File: src/rtl/gpio_fd_pkg.sv
package gpio_fd_pkg;
  // Register offsets. Software depends on these values.
  localparam int OFF_DIR  = 0;
  localparam int OFF_DATA = 1;
  localparam int OFF_CFG  = 3;
  localparam int OFF_STAT = 4;

  // Default geometry of the block.
  localparam int DEF_N_OUT  = 4;
  localparam int DEF_N_IN   = 4;
  localparam int DEF_ADDR_W = 3;
  localparam int DEF_REG_W  = 8;

  // Bit positions inside one 2-bit edge field.
  localparam int FLD_FALL = 0;
  localparam int FLD_RISE = 1;
endpackage

File: src/rtl/gpio_fd_sync.sv
module gpio_fd_sync #(
  parameter int WIDTH  = 4,
  parameter int STAGES = 2
) (
  input  logic             clk,
  input  logic             rst_n,
  input  logic [WIDTH-1:0] async_i,
  output logic [WIDTH-1:0] sync_o
);
  logic [WIDTH-1:0] chain [STAGES];

  always_ff @(posedge clk or negedge rst_n) begin
    if (!rst_n) begin
      for (int s = 0; s < STAGES; s++) chain[s] <= '0;
    end else begin
      chain[0] <= async_i;
      for (int s = 1; s < STAGES; s++) chain[s] <= chain[s-1];
    end
  end

  assign sync_o = chain[STAGES-1];
endmodule

File: src/rtl/gpio_fd_edge.sv
module gpio_fd_edge
  import gpio_fd_pkg::*;
#(
  parameter int N_IN = 4,
  localparam int CFG_W = 2 * N_IN
) (
  input  logic             clk,
  input  logic             rst_n,
  input  logic [N_IN-1:0]  lvl_i,
  input  logic [CFG_W-1:0] cfg_i,
  input  logic [N_IN-1:0]  clr_i,
  output logic [N_IN-1:0]  stat_o,
  output logic             irq_o
);
  logic [N_IN-1:0] prev_q;
  logic [N_IN-1:0] stat_q;
  logic [N_IN-1:0] hit;

  // One qualifier per input line.
  for (genvar k = 0; k < N_IN; k++) begin : g_det
    logic rise, fall;
    assign rise   = lvl_i[k] & ~prev_q[k];
    assign fall   = ~lvl_i[k] & prev_q[k];
    assign hit[k] = (rise & cfg_i[2*k+FLD_RISE]) | (fall & cfg_i[2*k+FLD_FALL]);
  end

  always_ff @(posedge clk or negedge rst_n) begin
    if (!rst_n) begin
      prev_q <= '0;
      stat_q <= '0;
    end else begin
      prev_q <= lvl_i;
      // A new event wins over a clear of the same bit.
      stat_q <= (stat_q & ~clr_i) | hit;
    end
  end

  assign stat_o = stat_q;
  assign irq_o  = |stat_q;

  // a set bit that was not cleared stays set.
  assert_sticky_R11: assert property (@(posedge clk) disable iff (!rst_n)
    1'b1 |=> ((($past(stat_q) & ~$past(clr_i)) & ~stat_q) == '0));

  // a cleared bit with no concurrent event reads 0 afterwards.
  assert_clear_R11: assert property (@(posedge clk) disable iff (!rst_n)
    1'b1 |=> ((stat_q & $past(clr_i & ~hit)) == '0));

  // an all-masked configuration sets no new status bit.
  assert_mask_R9: assert property (@(posedge clk) disable iff (!rst_n)
    (cfg_i == '0) |=> ((stat_q & ~$past(stat_q)) == '0));

  // irq rises only after a qualified edge.
  assert_irq_cause_R12: assert property (@(posedge clk) disable iff (!rst_n)
    $rose(irq_o) |-> $past(hit != '0));
endmodule

File: src/rtl/gpio_fixdir_irq.sv
module gpio_fixdir_irq
  import gpio_fd_pkg::*;
#(
  parameter int N_OUT  = DEF_N_OUT,
  parameter int N_IN   = DEF_N_IN,
  parameter int ADDR_W = DEF_ADDR_W,
  parameter int REG_W  = DEF_REG_W
) (
  input  logic              clk,
  input  logic              rst_n,
  input  logic              reg_we,
  input  logic [ADDR_W-1:0] reg_addr,
  input  logic [REG_W-1:0]  reg_wdata,
  output logic [REG_W-1:0]  reg_rdata,
  input  logic [N_IN-1:0]   pin_in,
  output logic [N_OUT-1:0]  pin_out,
  output logic              irq
);
  localparam int CFG_W = 2 * N_IN;
  localparam logic [ADDR_W-1:0] A_DIR  = ADDR_W'(OFF_DIR);
  localparam logic [ADDR_W-1:0] A_DATA = ADDR_W'(OFF_DATA);
  localparam logic [ADDR_W-1:0] A_CFG  = ADDR_W'(OFF_CFG);
  localparam logic [ADDR_W-1:0] A_STAT = ADDR_W'(OFF_STAT);
  localparam logic [REG_W-1:0]  DIR_PATTERN = REG_W'({N_OUT{1'b1}});

  logic [N_OUT-1:0] out_q;
  logic [CFG_W-1:0] cfg_q;
  logic [N_IN-1:0]  in_sync;
  logic [N_IN-1:0]  stat;
  logic [N_IN-1:0]  clr;

  always_ff @(posedge clk or negedge rst_n) begin
    if (!rst_n) begin
      out_q <= '0;
      cfg_q <= '0;
    end else if (reg_we) begin
      if (reg_addr == A_DATA) out_q <= reg_wdata[N_OUT-1:0];
      if (reg_addr == A_CFG)  cfg_q <= reg_wdata[CFG_W-1:0];
    end
  end

  assign clr = (reg_we && reg_addr == A_STAT) ? reg_wdata[N_IN-1:0] : '0;

  gpio_fd_sync #(.WIDTH(N_IN), .STAGES(2)) u_sync (
    .clk     (clk),
    .rst_n   (rst_n),
    .async_i (pin_in),
    .sync_o  (in_sync)
  );

  gpio_fd_edge #(.N_IN(N_IN)) u_edge (
    .clk    (clk),
    .rst_n  (rst_n),
    .lvl_i  (in_sync),
    .cfg_i  (cfg_q),
    .clr_i  (clr),
    .stat_o (stat),
    .irq_o  (irq)
  );

  always_comb begin
    unique case (reg_addr)
      A_DIR:   reg_rdata = DIR_PATTERN;
      A_DATA:  reg_rdata = REG_W'({in_sync, out_q});
      A_CFG:   reg_rdata = REG_W'(cfg_q);
      A_STAT:  reg_rdata = REG_W'(stat);
      default: reg_rdata = '0;
    endcase
  end

  assign pin_out = out_q;

  // output lines move only after a data write.
  assert_out_hold_R3: assert property (@(posedge clk) disable iff (!rst_n)
    !(reg_we && reg_addr == A_DATA) |=> $stable(pin_out));

  // the configuration changes only through its own offset.
  assert_cfg_hold_R5: assert property (@(posedge clk) disable iff (!rst_n)
    !(reg_we && reg_addr == A_CFG) |=> $stable(cfg_q));
endmodule

File: config.mk
export PLATFORM = sky130hd
export DESIGN_NAME = gpio_fixdir_irq
export DESIGN_NICKNAME = d
export VERILOG_FILES = /design/src/rtl/gpio_fd_pkg.sv /design/src/rtl/gpio_fd_sync.sv /design/src/rtl/gpio_fd_edge.sv /design/src/rtl/gpio_fixdir_irq.sv
export SDC_FILE = /design/constraint.sdc
export NUM_CORES = 1
export LEC_CHECK = 0
export BUFFER_PORTS_ARGS = -buffer_cell sky130_fd_sc_hd__buf_2
export CAP_MARGIN = 20
export CORE_MARGIN = 2
export CORE_UTILIZATION = 55
export DETAILED_ROUTE_END_ITERATION = 10
export PLACE_DENSITY = 0.9
export SLEW_MARGIN = 20
export SYNTH_ARGS = -nofsm -noshare
export SYNTH_HDL_FRONTEND = slang
export SYNTH_HIERARCHICAL = 1
export SYNTH_SLANG_ARGS = --single-unit
File: constraint.sdc
create_clock -name clk -period 2.4 [get_ports clk]
set_input_delay 0.24 -clock clk [delete_from_list [all_inputs] [get_ports clk]]
set_output_delay 0.24 -clock clk [all_outputs]
set_load 0.02 [all_outputs]
## Word-level counts from Yosys, hierarchy flattened

Cells that the tools add are included.

| word-level totals | value |
|---|---|
| register bits | 28 |
| input port bits | 18 |
| output and inout port bits | 13 |

| operators by class | value |
|---|---|
| equality and inequality tests | 3 |
| multiplexer cells | 2 |
| bitwise gates (word level) | 31 |
| reductions and logical operators | 5 |

Operators by type and width:

| operator | count |
|---|---|
| $pmux 8 s4 | 1 |
| $and 1x1->1 | 16 |
| $not 1->1 | 8 |
| $and 4x4->4 | 1 |
| $mux 4 | 1 |
| $not 4->4 | 1 |
| $or 1x1->1 | 4 |
| $or 4x4->4 | 1 |
| $reduce_and 2->1 | 2 |
| $reduce_or 4->1 | 1 |
| $eq 3x1->1 const B | 1 |
| $eq 3x2->1 const B | 1 |
| $eq 3x3->1 const B | 1 |
| $logic_not 3->1 | 1 |
| $logic_and 1x1->1 | 1 |

## Depth between registers and ports, before layout

Gate-level depths: netlist of run 1.

| depth | value |
|---|---|
| depth after elaboration | 6 |
| depth in mapped cells | 4 |

## Cells and area by module

Netlist of run 1, hierarchy kept.

By module, submodules not included:

| module | times used | cells an instance | area each (µm²) |
|---|---|---|---|
| gpio_fixdir_irq | 1 | 59 | 705.7 |
| gpio_fd_edge | 1 | 25 | 309.0 |
| gpio_fd_sync | 1 | 12 | 230.2 |

## Least setup slack after synthesis of run 1

No wires, ideal clock.

| path | value |
|---|---|
| path kind | in2out |
| start point | input reg_addr[1] |
| end point | output reg_rdata[0] |
| data arrival time | 1098 ps |
| setup slack | 1062 ps |
| stages on the path | 3 |
| cell sequence | buf_4 -> or2_2 -> o211ai_1 |

| between the ends | value |
|---|---|
| longest elaborated chain between the ends | 2 |
| elaborated cells between the ends (all ways) | 5 |
| those cells by class | eq/ne (3); mux (1); reduce/logical (1) |

Ends and longest elaborated chain:

| element | RTL line | source |
|---|---|---|
| start, declared | gpio_fixdir_irq.sv:12 | `input logic [ADDR_W-1:0] reg_addr,` |
| $eq 3x3->1, or another cell as far along | gpio_fixdir_irq.sv:62 | `unique case (reg_addr)` |
| $pmux 8 s4 (*) | gpio_fixdir_irq.sv:62 |  |
| end, declared | gpio_fixdir_irq.sv:14 | `output logic [REG_W-1:0] reg_rdata,` |

Mark *: on every way between the ends. The rest lies on a longest branch, timed or not.

## Worst setup path after layout of run 1

| path | value |
|---|---|
| start point | register u_edge.stat_q[3], in the netlist u_edge/stat_o[3] |
| end point | output reg_rdata[3] |

| between the ends | value |
|---|---|
| longest elaborated chain between the ends | 1 |

Ends and longest elaborated chain:

| element | RTL line | source |
|---|---|---|
| start, declared | gpio_fd_edge.sv:16 | `logic [N_IN-1:0] stat_q;` |
| start signal, assigned | gpio_fd_edge.sv:34 | `stat_q <= (stat_q & ~clr_i) \| hit;` |
| $pmux 8 s4 | gpio_fixdir_irq.sv:62 |  |

No other way between the ends.

==> results.toml, run 1 <==
[worst_setup_path]
worstSetupStartpoint = "u_edge/stat_o[3]"
r2r_setup_slack_ns = 1.60
reg2reg_from = "cfg_q[4]"
cp-start-kind = "flip-flop"
timing.rr.end = "cfg_q[4]"
required_ns = 2.16
rr_worst_depth = 1
cp-end-kind = "output port"
worstSetupPathType = "reg -> out"
worstPathArrival_ns = 1.49
crit_fanout = 3
crit_end = "reg_rdata[3]"

[synth]
syn_area_mm2 = 0.00124
ys_seq_area_share_pct = 56.3
syn_area_per_cell_um2 = 13.0
netlist_instances = 96
ys_ff_latch = 28
synth_warnings = 6
synth_cell_types = 21
synth_nets = 114

[timing]
setup_ws_ns = 0.674
rsz0062_at_grt = "no"
min_period_ns = 1.73
worstMarginPinSlew_ns = 0.602
fin_skew_ns = 0.00121
hold_violations = 0
fmax_ghz = 0.579
fin_crit_sh_pct = 71.9
finalSetupViolations = 0
holdWs_ns = 0.00758
setup_tns_ns = 0
slew_viol_final = 0
relSlewSlack_pct = 59.9

[detailed_routing]
top_layer = "met4"
drt-initial-drc-count = 3
drc_errors = 0
met3_length_um = 115
routed_wl_mm = 2.35
first_pass_iters = 3
via_per_inst = 5.43
vias = 842
wl_met2_mm = 1.16
wl_met1_mm = 1.04
avgRoutedWirePerCell_um = 15.2
ant_nets = 0

[power]
peakVddDrop_v = 0.000501
pwr_density_cell_mw_per_mm2 = 704
leakagePower_uw = 0.000669

[floorplan]
die_area_mm2 = 0.00266
chipWidth_um = 51.6
rows = 17
coreArea_mm2 = 0.00217
ios = 31
start_util_pct = 57.4
fp.dieH_um = 51.6

[finish]
layout-drive-gt1-share_pct = 40.9
final_cells = 155
nets = 146
syn2layout_area_growth_pct = 16.8
diodes = 0
design_area_mm2 = 0.00145

[placed_design]
pre_cts_ws_ns = 0.937
gp_congestion = 0.830
postPlaceCellArea_mm2 = 0.00139
placed_cells = 148
portBuffers = 30

[clocking]
htree_levels = 1
post-cts-setup-buffers = 0
cts_resized = 0
clock_sinks = 28
cts_buffers = 3
cts_tree = "yes"
cts_root_buf = "clkbuf_4"
path_clk_slew_ns = 0.14
cts.path.max_buffers = 2
clk_latency_ns = 0.32

[grt]
grt_usage_pct = 19.6
grt_max_degree = 29
grt_pass1_wl_mm = 3.75
antenna_found_initial = 0
grt_pass1_vias = 827
grt-ovfl-total = 0

[worst_hold_path]
worstHoldPathType = "in -> reg"

[run_status]
run_status = "finished clean"

[run]
maxCapViolations = 0
-- repair_timing --
action | 4_1_cts | 5_1_grt
endpoints found under the setup margin | 0 | 0
hold endpoints to repair | 28 | 2
hold buffers | 1 | 2
-- worst max-delay path, stage by stage, from the launching register on --
cell and delay, ns:
dfrtp_1 0.42, or3b_2 0.47, o211ai_1 0.09, buf_2 0.19
-- flip-flops by register name, indices dropped and copies added, names as in the netlist --
signal	count
cfg_q	8
u_edge/stat_o	4
pin_out	4
u_sync/chain	4
u_sync/sync_o	4
u_edge/prev_q	4
-- synthesized netlist by cell type (all sizes together) --
| master | count | area [um2] |
|---|---|---|
| and4bb | 2 | 25.0 |
| or4 | 1 | 7.51 |
| nand2b | 4 | 25.0 |
| nand3b | 4 | 30.0 |
| nand4b | 5 | 50.0 |
| mux2 | 12 | 135 |
| mux2i | 4 | 40.0 |
| or2 | 1 | 6.26 |
| o211ai | 8 | 60.1 |
| and2 | 4 | 25.0 |
| nor2b | 4 | 25.0 |
| nor2 | 4 | 15.0 |
| buf | 6 | 42.5 |
| dfrtp | 28 | 701 |
| or2b | 1 | 7.51 |
| nand2 | 4 | 15.0 |
| or3b | 4 | 35.0 |
-- how the worst min path moves through the flow --
| stage | depth (start not counted) | endpoint | startpoint |
|---|---|---|---|
| finish | 1 | u_sync/chain[4] | pin_in[0] |
| floorplan | 0 | cfg_q[0] | rst_n |
| detailed placement | 1 | pin_out[2] | rst_n |
| global route | 1 | u_sync/chain[6] | pin_in[2] |
| global placement | 1 | pin_out[2] | rst_n |
| CTS | 1 | u_sync/chain[7] | pin_in[3] |
-- cell usage in the layout (no fill, tap or decap), drive strengths merged --
cell,count
buf,30
dfrtp,28
mux2,12
o211ai,8
nand4b,5
nor2b,4
nand2b,4
mux2i,4
nor2,4
and2,4
nand2,4
nand3b,4
or3b,4
clkbuf,4
dlygate4sd3,3
and4bb,2
or2,1
or2b,1
or4,1
-- logic make-up (layout without fill, tap and decap cells) --
kind of cell	count (synthesis)	in the layout	synth area share, %
AND/OR/NAND/NOR	38	38	21.4
flip-flops	28	28	56.3
multiplexers	16	16	14.1
AO/OA/AOI/OAI	8	8	4.82
buffers and inverters	6	37	3.42
-- per-layer routing --
| layer | track usage [%] | up-vias |
|---|---|---|
| met3 | 3.45 | 6 |
| met2 | 32.7 | 31 |
| met4 | 10.1 | 0 |
| li1 | - | 402 |
| met5 | 0 | - |
| met1 | 24.3 | 403 |
-- where the power goes --
group          leakage (uW)  internal [uW]  switching (uW)  total [uW]
sequential         0.000323            537            52.8         590
combinational      0.000325            102             106         208
clock             0.0000210           92.9             132         225
-- stage by stage --
step                      utilization, %  power (uW)
after floorplan                        -         724
after global placement              64.0         791
after detailed placement            64.0         808
after CTS                           66.1        1030
after global routing                67.0        1070
final                               67.0        1020
-- final cells by class --
| class | instances | area [um2] |
|---|---|---|
| fill | 198 | 716 |
| multi-input combinational | 62 | 502 |
| timing repair buffer | 33 | 180 |
| tap | 28 | 35.0 |
| sequential | 28 | 701 |
| clock buffer | 4 | 36.3 |
No activity file was read; power rests on OpenSTA's default activity.
==> run 2: changes to the inputs <==
--- a/config.mk
+++ b/config.mk
@@ -8,9 +8,9 @@
 export BUFFER_PORTS_ARGS = -buffer_cell sky130_fd_sc_hd__buf_2
 export CAP_MARGIN = 20
 export CORE_MARGIN = 2
-export CORE_UTILIZATION = 55
+export CORE_UTILIZATION = 51
 export DETAILED_ROUTE_END_ITERATION = 10
-export PLACE_DENSITY = 0.9
+export PLACE_DENSITY = 0.85
 export SLEW_MARGIN = 20
 export SYNTH_ARGS = -nofsm -noshare
 export SYNTH_HDL_FRONTEND = slang
==> constraint.sdc (replaced) <==
create_clock -name clk -period 1.7 [get_ports clk]
set_input_delay 0.17 -clock clk [delete_from_list [all_inputs] [get_ports clk]]
set_output_delay 0.17 -clock clk [all_outputs]
set_load 0.02 [all_outputs]
==> run 2 against run 1 <==
  * Power increased by 35%
  * Sequential share of layout area decreased by 0.45 points
  * Clock skew decreased by 0.00062 ns
  * Sequential power increased by 41%
  * Via count increased by 1.1%
  * Combinational power increased by 45%
  * Global-route usage decreased by 0.82 points
  * Hold slack improved by 0.068 ns
  * Wire length decreased by 5.0%
  * Largest cell class unchanged
  * Setup slack got worse by 0.60 ns
  * Non-clock buffer count increased by 2
  * Register-to-register slack got worse by 0.70 ns
==> results.toml, run 2 (synthesis results as in run 1) <==
[run_status]
run_status = "finished clean"

[finish]
final_cell_mix = "dfrtp_1, buf_2, mux2_2"
layout-drive-gt1-share_pct = 39.8
syn2layout_area_growth_pct = 17.9
largest_reg_flops = 8
seqCellArea_um2 = 701
diodes = 0
nets = 148
multi_input_area_um2 = 504
fillCellCount = 189
largest-register = "cfg_q"
finish.utilization_pct = 65.1

[power]
total_power_uw = 1380
peakVddDrop_v = 0.000617
leakagePower_uw = 0.000672
power.net_switching_uw = 390
seq_power_share_pct = 60.0
p_sw_share_pct = 28.2
p_int_uw = 994
pwr-share-comb_pct = 21.8
pwr-share-clk_pct = 18.3
pwr_density_cell_mw_per_mm2 = 943

[timing]
finalSetupViolations = 0
relSlewSlack_pct = 59.9
fin_crit_sh_pct = 95.7
min_period_ns = 1.63
rsz0062_at_grt = "no"
worstMarginPinSlew_ns = 0.602
setup_tns_ns = 0
slew_viol_final = 0
fin_skew_ns = 0.000599
setup_ws_ns = 0.0737
hold_violations = 0
holdWs_ns = 0.0752
fmax_ghz = 0.615

[grt]
grt_usage_pct = 18.7
grt_pass1_wl_mm = 3.70
grt_pass1_vias = 817
antenna_found_initial = 0
grt-ovfl-total = 0
grt_max_degree = 29

[clocking]
post-cts-setup-buffers = 0
clk_latency_ns = 0.31
htree_levels = 1
cts.path.max_buffers = 2
clock_sinks = 28
cts_buffers = 3
cts_tree = "yes"
cts_root_buf = "clkbuf_4"
path_clk_slew_ns = 0.13

[detailed_routing]
vias = 851
drt-initial-drc-count = 6
via_per_inst = 5.46
avgRoutedWirePerCell_um = 14.3
routed_wl_mm = 2.24
drc_errors = 0
ant_nets = 0
first_pass_iters = 4

[floorplan]
rows = 17
chipWidth_um = 53.4
die_area_mm2 = 0.00285
ios = 31
fp.dieH_um = 53.4
coreArea_mm2 = 0.00225
start_util_pct = 55.2

[worst_setup_path]
cpMaxStageDelayCell = "or3b_2"
reg2reg_from = "cfg_q[4]"
cp-start-kind = "flip-flop"
cpPeakStageDelay_ns = 0.45
required_ns = 1.53
rr_worst_depth = 1
worstSetupPathType = "reg -> out"
worstSetupStartpoint = "u_edge/stat_o[2]"
cp-end-kind = "output port"
crit_fanout = 3
crit_chain = "or3b_2, o211ai_1, buf_4"
worstPathArrival_ns = 1.46
r2r_setup_slack_ns = 0.90
timing.rr.end = "cfg_q[4]"
crit_end = "reg_rdata[2]"

[placed_design]
gp_congestion = 0.779
pre_cts_ws_ns = 0.368
portBuffers = 30

[worst_hold_path]
worstHoldPathType = "in -> reg"

[run]
maxCapViolations = 0
-- run 2: cell count changes in the layout (fill, tap and decap cells not counted), sizes merged --
cell,previous run,this run
clkbuf,4,3
dlygate4sd3,3,5
-- run 2: worst min-delay path by stage --
stage	start	end	slack, ns	depth (start not counted)
2_1_floorplan	rst_n	cfg_q[0]	-0.13	0
3_3_place_gp	rst_n	pin_out[2]	0.20	1
3_5_place_dp	rst_n	pin_out[2]	0.21	1
4_1_cts	reg_wdata[6]	cfg_q[6]	0.06	2
5_1_grt	reg_wdata[6]	cfg_q[6]	0.08	2
6_report	reg_wdata[6]	cfg_q[6]	0.08	2
-- run 2: power by group through the flow --
| stage | Combinational [uW] | Sequential (uW) | Clock [uW] |
|---|---|---|---|
| 5_1_grt | 333 | 843 | 291 |
| 2_1_floorplan | 178 | 844 | 0 |
| 6_report | 301 | 830 | 253 |
| 3_5_place_dp | 291 | 845 | 0 |
| 3_3_place_gp | 279 | 839 | 0 |
| 4_1_cts | 300 | 830 | 268 |
-- run 2: critical path, delay by kind of cell, from the launching register on --
family / cells / cell delay, ns
AO/OA/AOI/OAI: 1 / 0.11
flip-flops: 1 / 0.41
buffers and inverters: 1 / 0.17
AND/OR/NAND/NOR: 1 / 0.45
-- run 2: per-stage QoR --
step	std cells	instance area, um2
5_1_grt	156	1470
6_report	156	1470
3_3_place_gp	148	1390
4_1_cts	156	1460
3_5_place_dp	148	1390
2_1_floorplan	96	1240
-- run 2: layer usage --
layer	GRT usage (%)	part of all wire [%]	up-vias
li1	-	-	409
met1	24.5	45	407
met2	29.8	47	31
met3	3.39	6.5	4
met4	8.97	1.3	0
met5	0	0	-
-- run 2: area by class of cell --
class | count | area share, %
well taps | 28 | 2.39
repair buffers | 35 | 14.0
multi-input cells | 62 | 34.4
clock buffers | 3 | 1.53
flip-flops and latches | 28 | 47.7
-- run 2: timing repair --
| action | 4_1_cts | 5_1_grt |
|---|---|---|
| gates resized for setup | 0 | 3 |
| hold buffers | 5 | 0 |
| setup endpoints to repair | 0 | 2 |
| endpoints found under the hold margin | 32 | 0 |
